===== src/rtl/bcg_pkg.sv =====
package bcg_pkg;

  // Positions of the mode fields inside the load key
  localparam int LEN_LSB  = 0;
  localparam int ORD_BIT  = 3;
  localparam int WSGL_BIT = 9;

  localparam logic [2:0] LEN_FULL = 3'b111;

  typedef struct packed {
    logic [2:0] len_code;   // burst length code
    logic       ilv;        // 1 = interleaved order
    logic       wr_single;  // 1 = writes are one beat
  } mode_t;

  localparam mode_t MODE_RESET = '{len_code: 3'b000, ilv: 1'b0, wr_single: 1'b0};

  // log2 of a finite burst length; reserved codes fold to one beat
  function automatic logic [1:0] len_log2(input logic [2:0] code);
    case (code)
      3'b001:  len_log2 = 2'd1;
      3'b010:  len_log2 = 2'd2;
      3'b011:  len_log2 = 2'd3;
      default: len_log2 = 2'd0;
    endcase
  endfunction

endpackage


===== src/rtl/bcg_mode_reg.sv =====
module bcg_mode_reg
  import bcg_pkg::*;
#(
  parameter int KEY_W = 12
) (
  input  logic             clk,
  input  logic             rst_n,
  input  logic             load,
  input  logic [KEY_W-1:0] key,
  output mode_t            mode
);

  mode_t mode_q;
  logic  unused_key_bits;

  assign unused_key_bits = ^key;
  assign mode = mode_q;

  always_ff @(posedge clk or negedge rst_n) begin
    if (!rst_n) begin
      mode_q <= MODE_RESET;
    end else if (load) begin
      mode_q <= '{len_code:  key[LEN_LSB +: 3],
                  ilv:       key[ORD_BIT],
                  wr_single: key[WSGL_BIT]};
    end
  end

  // reset leaves the mode at one-beat sequential
  always_ff @(posedge clk) begin
    if (!rst_n) begin
      assert_mode_reset_R11: assert (mode_q == MODE_RESET);
    end
  end

endmodule


===== src/rtl/bcg_addr_map.sv =====
module bcg_addr_map #(
  parameter int COL_W = 8
) (
  input  logic [COL_W-1:0] base,
  input  logic [COL_W-1:0] beat,
  input  logic [COL_W-1:0] mask,
  input  logic             full,
  input  logic             ilv,
  output logic [COL_W-1:0] addr
);

  // Column of a beat: full page counts freely, finite bursts stay in the block
  function automatic logic [COL_W-1:0] beat_addr(
    input logic [COL_W-1:0] b, input logic [COL_W-1:0] n,
    input logic [COL_W-1:0] m, input logic pg, input logic x);
    logic [COL_W-1:0] sum;
    sum = b + n;
    if (pg)
      beat_addr = sum;
    else if (x)
      beat_addr = b ^ (n & m);
    else
      beat_addr = (b & ~m) | (sum & m);
  endfunction

  assign addr = beat_addr(base, beat, mask, full, ilv);

endmodule


===== src/rtl/bcg_burst_seq.sv =====
module bcg_burst_seq
  import bcg_pkg::*;
#(
  parameter int COL_W = 8
) (
  input  logic             clk,
  input  logic             rst_n,
  input  mode_t            mode,
  input  logic             start,
  input  logic [COL_W-1:0] start_col,
  input  logic             start_wr,
  input  logic             abort,
  output logic [COL_W-1:0] col,
  output logic             active,
  output logic             last
);

  localparam logic [COL_W-1:0] ONE = {{(COL_W-1){1'b0}}, 1'b1};

  logic             active_q, full_q, ilv_q;
  logic [1:0]       lg_q;
  logic [COL_W-1:0] base_q, beat_q;

  // named internal events
  logic             single_w, st_full_w, last_w, end_w;
  logic [1:0]       st_lg_w;
  logic [COL_W-1:0] mask_w, addr_w;

  assign single_w  = start_wr && mode.wr_single;
  assign st_full_w = (mode.len_code == LEN_FULL) && !single_w;
  assign st_lg_w   = single_w ? 2'd0 : len_log2(mode.len_code);

  assign mask_w = full_q ? '1 : ((ONE << lg_q) - ONE);
  assign last_w = active_q && !full_q && (beat_q == mask_w);
  assign end_w  = active_q && !start && (abort || last_w);

  always_ff @(posedge clk or negedge rst_n) begin
    if (!rst_n) begin
      active_q <= 1'b0;
      full_q   <= 1'b0;
      ilv_q    <= 1'b0;
      lg_q     <= 2'd0;
      base_q   <= '0;
      beat_q   <= '0;
    end else if (start) begin
      active_q <= 1'b1;
      full_q   <= st_full_w;
      ilv_q    <= mode.ilv;
      lg_q     <= st_lg_w;
      base_q   <= start_col;
      beat_q   <= '0;
    end else if (active_q) begin
      if (end_w) active_q <= 1'b0;
      beat_q <= beat_q + ONE;
    end
  end

  bcg_addr_map #(.COL_W(COL_W)) u_map (
    .base (base_q),
    .beat (beat_q),
    .mask (mask_w),
    .full (full_q),
    .ilv  (ilv_q),
    .addr (addr_w)
  );

  assign col    = active_q ? addr_w : '0;
  assign active = active_q;
  assign last   = last_w;

  // a finite burst keeps the bits above its block fixed
  assert_block_upper_R3: assert property (@(posedge clk) disable iff (!rst_n)
    (active_q && !full_q && !last_w && !abort && !start)
    |=> (((col ^ $past(col)) & ~$past(mask_w)) == '0));

  // full page steps by one, wrapping at the top
  assert_page_step_R5: assert property (@(posedge clk) disable iff (!rst_n)
    (active_q && full_q && !abort && !start)
    |=> (col == COL_W'($past(col) + ONE)) && !last);

  // a write under single-beat mode is over after one beat
  assert_single_write_R7: assert property (@(posedge clk) disable iff (!rst_n)
    (start && start_wr && mode.wr_single) |=> last);

  // burst parameters do not move while the burst runs
  assert_params_hold_R9: assert property (@(posedge clk) disable iff (!rst_n)
    (active_q && !start) |=> ($stable(lg_q) && $stable(full_q) && $stable(ilv_q)));

endmodule


===== src/rtl/burst_col_gen.sv =====
module burst_col_gen
  import bcg_pkg::*;
#(
  parameter int COL_W = 8,
  parameter int KEY_W = 12
) (
  input  logic             clk,
  input  logic             rst_n,
  input  logic             mode_load,
  input  logic [KEY_W-1:0] mode_key,
  input  logic             start,
  input  logic [COL_W-1:0] start_col,
  input  logic             start_wr,
  input  logic             abort,
  output logic [COL_W-1:0] col,
  output logic             active,
  output logic             last
);

  mode_t mode;

  bcg_mode_reg #(.KEY_W(KEY_W)) u_mode (
    .clk   (clk),
    .rst_n (rst_n),
    .load  (mode_load),
    .key   (mode_key),
    .mode  (mode)
  );

  bcg_burst_seq #(.COL_W(COL_W)) u_seq (
    .clk       (clk),
    .rst_n     (rst_n),
    .mode      (mode),
    .start     (start),
    .start_col (start_col),
    .start_wr  (start_wr),
    .abort     (abort),
    .col       (col),
    .active    (active),
    .last      (last)
  );

  // a start always opens beat 0 at the given column
  assert_start_beat0_R1: assert property (@(posedge clk) disable iff (!rst_n)
    start |=> (active && col == $past(start_col)));

  // the final beat closes the burst
  assert_last_closes_R6: assert property (@(posedge clk) disable iff (!rst_n)
    (last && !start) |=> !active);

  // abort closes the burst
  assert_abort_closes_R8: assert property (@(posedge clk) disable iff (!rst_n)
    (active && abort && !start) |=> !active);

  // idle outputs are quiet
  assert_idle_quiet_R6: assert property (@(posedge clk) disable iff (!rst_n)
    !active |-> (col == '0 && !last));

endmodule


===== config.mk =====
export PLATFORM = sky130hd
export DESIGN_NAME = burst_col_gen
export DESIGN_NICKNAME = d
export VERILOG_FILES = /design/src/rtl/bcg_pkg.sv /design/src/rtl/bcg_mode_reg.sv /design/src/rtl/bcg_addr_map.sv /design/src/rtl/bcg_burst_seq.sv /design/src/rtl/burst_col_gen.sv
export SDC_FILE = /design/constraint.sdc
export NUM_CORES = 1
export LEC_CHECK = 0
export BUFFER_PORTS_ARGS = -buffer_cell sky130_fd_sc_hd__buf_2
export CORE_UTILIZATION = 50
export DETAILED_ROUTE_END_ITERATION = 6
export PLACE_DENSITY = 0.7
export SLEW_MARGIN = 20
export SYNTH_ARGS = -nofsm -noshare
export SYNTH_HDL_FRONTEND = slang
export SYNTH_SLANG_ARGS = --single-unit

===== constraint.sdc =====
create_clock -name clk -period 2.6 [get_ports clk]
set_input_delay 0.52 -clock clk [delete_from_list [all_inputs] [get_ports clk]]
set_output_delay 0.52 -clock clk [all_outputs]
set_load 0.01 [all_outputs]

# Word-level counts from Yosys, hierarchy flattened
# Index checks and enable logic that the tools add are counted.
# word_totals
ff_bits	26
inputBits	26
output_inout_bits	10
wordCells	46
# op_classes
add_sub_neg	3
eq_ne	5
shift	1
muxes	11
bitwise_logic	6
n_reduce_logical	11
# ops
cell	count
two-way mux 8 bit	6
AND 8 bit	3
adder 8 x 1 -> 8 bit (second input constant)	1
adder 8 bit	1
== test 8 bit	1
inverter 8 bit	1
bitwise OR 8 bit	1
<< shifter 1 x 2 -> 8 bit (first input constant)	1
subtractor 8 x 1 -> 8 bit (second input constant)	1
XOR 8 bit	1
== test 3 x 2 -> 1 bit (second input constant)	2
logical AND 1 bit	6
one-hot mux 2 bit (3 select lines)	1
== test 3 x 1 -> 1 bit (second input constant)	1
== test 3 bit (second input constant)	1
logical NOT 1 bit	3
two-way mux 1 bit	3
two-way mux 2 bit	1
nonzero test 2 bit	1
logical OR 1 bit	1

# Logic depth before layout (Yosys ltp)
# logic_depth
ltp_word	10
depth_mapped	8
depth_no_buf	8

# Hierarchy
# A second synthesis with hierarchy kept.
# unflattened
hier_cells	206
area_unflattened_um2	1844.3
# by_module_without_submodules
module	instances	cells_per_inst	area_per_inst_um2	seq_area_each_um2
bcg_burst_seq	1	103	1057.3	525.5
bcg_addr_map	1	93	605.6	0.0
bcg_mode_reg	1	10	181.4	125.1

# Least setup slack after synthesis
# Ideal clock, no wire load.
# synth_path
path_type	register to output
from	register u_seq.beat_q[0]
to	output col[6]
arrival_time_ps	1776
slack_ps	304
stages_incl_launch_ff	8
cell_sequence	dfrtp_1 > ha_1 > fa_1 > a21oi_1 > o21ai_0 > a21oi_1 > xnor2_1 > o21a_1
# synth_via
elab_chain_cells	6
# synth_rtl
item	line_no	text
from (decl)	bcg_burst_seq.sv:22	logic [COL_W-1:0] base_q, beat_q;
from (signal assigned)	bcg_burst_seq.sv:54	beat_q <= beat_q + ONE;
adder 8 bit (*)	bcg_addr_map.sv:17	sum = b + n;
AND 8 bit	bcg_addr_map.sv:23	beat_addr = (b & ~m) | (sum & m);
bitwise OR 8 bit	bcg_addr_map.sv:23	
two-way mux 8 bit	bcg_addr_map.sv:20	else if (x)
two-way mux 8 bit (*)	bcg_addr_map.sv:18	if (pg)
two-way mux 8 bit (*)	bcg_burst_seq.sv:67	assign col = active_q ? addr_w : '0;
to (decl)	burst_col_gen.sv:15	output logic [COL_W-1:0] col,
# Every way passes the cells marked *; elsewhere a longest branch is shown, timed or not.

# Worst setup path in the final report
# layout_path
from	register u_seq.base_q[0]
to	output col[4]
# layout_via
elab_chain_cells	6
# layout_rtl
item	line_no	text
from (decl)	bcg_burst_seq.sv:22	
from (signal assigned)	bcg_burst_seq.sv:50	base_q <= start_col;
adder 8 bit (*)	bcg_addr_map.sv:17	
AND 8 bit	bcg_addr_map.sv:23	
bitwise OR 8 bit	bcg_addr_map.sv:23	
two-way mux 8 bit	bcg_addr_map.sv:20	
two-way mux 8 bit (*)	bcg_addr_map.sv:18	
two-way mux 8 bit (*)	bcg_burst_seq.sv:67	
# Marked as above.

==> out/results.txt <==
Status - finished, violations left
Failing checks - negative setup slack
Post-Synthesis Cell Area - 0.00182 mm2
Final setup viols - 3
Global-route wire length before repair - 7.29 mm
Register area share after synthesis - 35.8%
GPL Wtd Cong - 0.864
Dpl ws - 0.0838 ns
DIE WIDTH - 62.3 um
Reg clk slew, reported paths - 0.15 ns
Leakage Power - 1.08 nW
CTS tree - done
Inserted Diodes - 0
Final period util - 101%
Initial Utilization - 53.2%
P_sw - 385 uW
Cts bufs inserted - 3
Final Util - 66.6%
Die H - 62.3 um
Crit path kind - flip-flop to primary output
GR Util All Layers - 24.0%
Drt pass-1 iters - 6
RSZ-0062 raised after global routing - true
Sequential share of power - 40.5%
Syn Area/Cell - 9.36 um2
Worst slew pin tran - 0.586 ns
Peak supply drop - 0.000349 V
Clock power frac - 23.3%
Gr ovfl total - 0
Synth Warn # - 0
DIE AREA - 0.00388 mm2
Detailed-placement wirelength estimate - 3.05 mm
Post-Syn Nets - 239
Initial DRC Count - 81
Root buffer cell - clkbuf_4
Synthesized instance count - 194
Fin area - 0.00228 mm2
Final Critical Period - 2.64 ns
Port bufs - 28
Vias in the first global route - 1582
Cells along the critical path - ha_4, fa_2, a21oi_4, o21bai_1, xnor2_1, o22ai_1, and2_1, buf_2
Slowest-stage cell, CP - dfrtp_1
Initial antenna violation count - 0
Final wirelength - 4.41 mm
Post-synth EDFFs - 0
Clock latency on the worst-skew pair - 0.32 ns
Predominant post-synthesis flop cell - dfrtp_1
Area after DPL - 0.00202 mm2
Final Max Tran Viols - 0
Rel. slew slack - 60.9%
Synth area leader - dfrtp_1
Max Cap Violations - 0
Clock tree buffer depth - 2
Setup ws final - -0.0388 ns
Row count - 21
Gate power share - 36.2%
Worst hold path type - input pin to async pin
CP top delay family - adder cells
Yosys top cell area share - 35.8%
Net Sw Frac - 32.2%
Clk_skew - 0.00236 ns
Ranking of synthesized cells by area - dfrtp_1, ha_1, mux2_2, xnor2_1, nand2_1
PD cells - 526 mW/mm2
Crit path launch type - flip-flop
# DRC - 0
Fin nets - 282
Remaining antenna violation count after routing - 0
Fin. Hold Viols - 0
FF+latch count, synth - 26
Crit path arrival time - 2.12 ns
Crit path max fanout - 2
Routed vias - 1631
Critical Path Max Stage Delay - 0.44 ns
Ys async rst share - 100%
Unique masters post-synth - 41
Share of layout cells above drive strength 1 - 36.9%
Bufs and invs on worst path - 1
# IOs - 36
Crit. End Element - primary output
Achievable Freq - 0.379 GHz
Core ar. - 0.00342 mm2
H-tree Lvls - 1
Average routed wire per standard cell - 15.6 um
Vias per std cell - 5.78
Sinks on Clock Net - 26
Worst path required time - 2.08 ns
Largest net degree at the start of global routing - 27
Int Pwr - 813 uW
Area growth syn-to-layout - 25.4%
## synth_stat cells (5+ instances only)
cell / n
dfrtp_1: 26
nand2_1: 21
ha_1: 18
nor2_1: 18
mux2_2: 13
a21oi_1: 12
xnor2_1: 11
o21ai_0: 10
clkbuf_1: 7
inv_1: 6
xor2_1: 6
nand4_1: 5
o22ai_1: 5
## cell type report
type                            count  area [um2]
Timing Repair Buffer               46         275
Tap cell                           46        57.6
Clock buffer                        3        22.5
Multi-Input combinational cell    153        1210
Fill cell                         273        1140
Sequential cell                    26         656
Inverter                            7        26.3
Clock inverter                      1        30.0
## repair_timing
action                                  CTS  global route
pin swaps                                17             6
endpoints found under the hold margin     0             0
setup buffers                            11             2
hold buffers                              0             0
gates cloned                              0             0
resized for setup                        20             6
endpoints found under the setup margin    5             5
## kinds of logic after synthesis
kind of cell,share of synthesized area (%)
AOI/OAI and AO/OA,14.8
xor gates and xnor gates,8.20
adders and majority gates,13.5
buffers and inverters,3.10
DFF,35.8
muxes,8.61
and+or+nand+nor,15.9
## worst paths after layout
path	startpoint	endpoint	slack, ns	depth (start not counted)
worst min register to register	u_mode.mode[1]	u_seq.ilv_q	0.50	2
min in group clk	start_col[1]	u_seq.base_q[1]	0.42	2
worst min-delay path	rst_n	u_seq.beat_q[0]	0.18	1
worst max register to register	u_seq.lg_q[1]	u_seq.active	0.88	8
max in group asynchronous	rst_n	u_seq.beat_q[1]	2.01	1
worst max-delay path	u_seq.base_q[0]	col[4]	-0.04	8
## layout by cell type (no fill, tap or decap), drive strengths merged, types with 2 or more instances in the layout
cell	instances
nor4	2
inv	7
clkbuf	3
o21bai	2
dfrtp	26
nand2b	2
a21o	2
xnor2	11
mux2	13
o21ai	10
nand3	2
nand4	5
a21oi	12
a211oi	2
ha	18
nor3	2
nand2	21
nor2	18
xor2	6
buf	46
o22ai	6
and3	2
## sequential cells by signal, indices dropped and copies added (netlist names)
signal        count
u_seq.base_q      8
u_seq.beat_q      8
u_mode.mode       5
u_seq.lg_q        2
u_seq.active      1
u_seq.full_q      1
u_seq.ilv_q       1
## power by group through the flow
| stage | Sequential (mW) | Combinational, mW | Clock [mW] |
|---|---|---|---|
| after CTS | 0.483 | 0.409 | 0.286 |
| after detailed placement | 0.492 | 0.354 | 0 |
| final | 0.485 | 0.434 | 0.279 |
| after global routing | 0.491 | 0.479 | 0.303 |
| after floorplan | 0.477 | 0.253 | 0 |
| after global placement | 0.490 | 0.341 | 0 |
## layer usage
layer  up-vias  track usage (%)  share of wire, %
met5         -                0                 0
met2        44             41.8                50
met3        14             2.39               2.8
met1       797             30.5                44
li1        776                -                 -
met4         0             9.30               2.3
## stage by stage
stage	setup TNS (ns)	std cells	total power, mW	hold WS (ns)
5_1_grt	-0.537	282	1.27	0.201
4_1_cts	-0.169	280	1.18	0.191
2_1_floorplan	0	194	0.730	0.224
3_5_place_dp	0	265	0.846	0.470
3_3_place_gp	0	265	0.831	0.467
6_report	-0.0697	282	1.20	0.176
No activity file was read; power rests on OpenSTA's default activity.
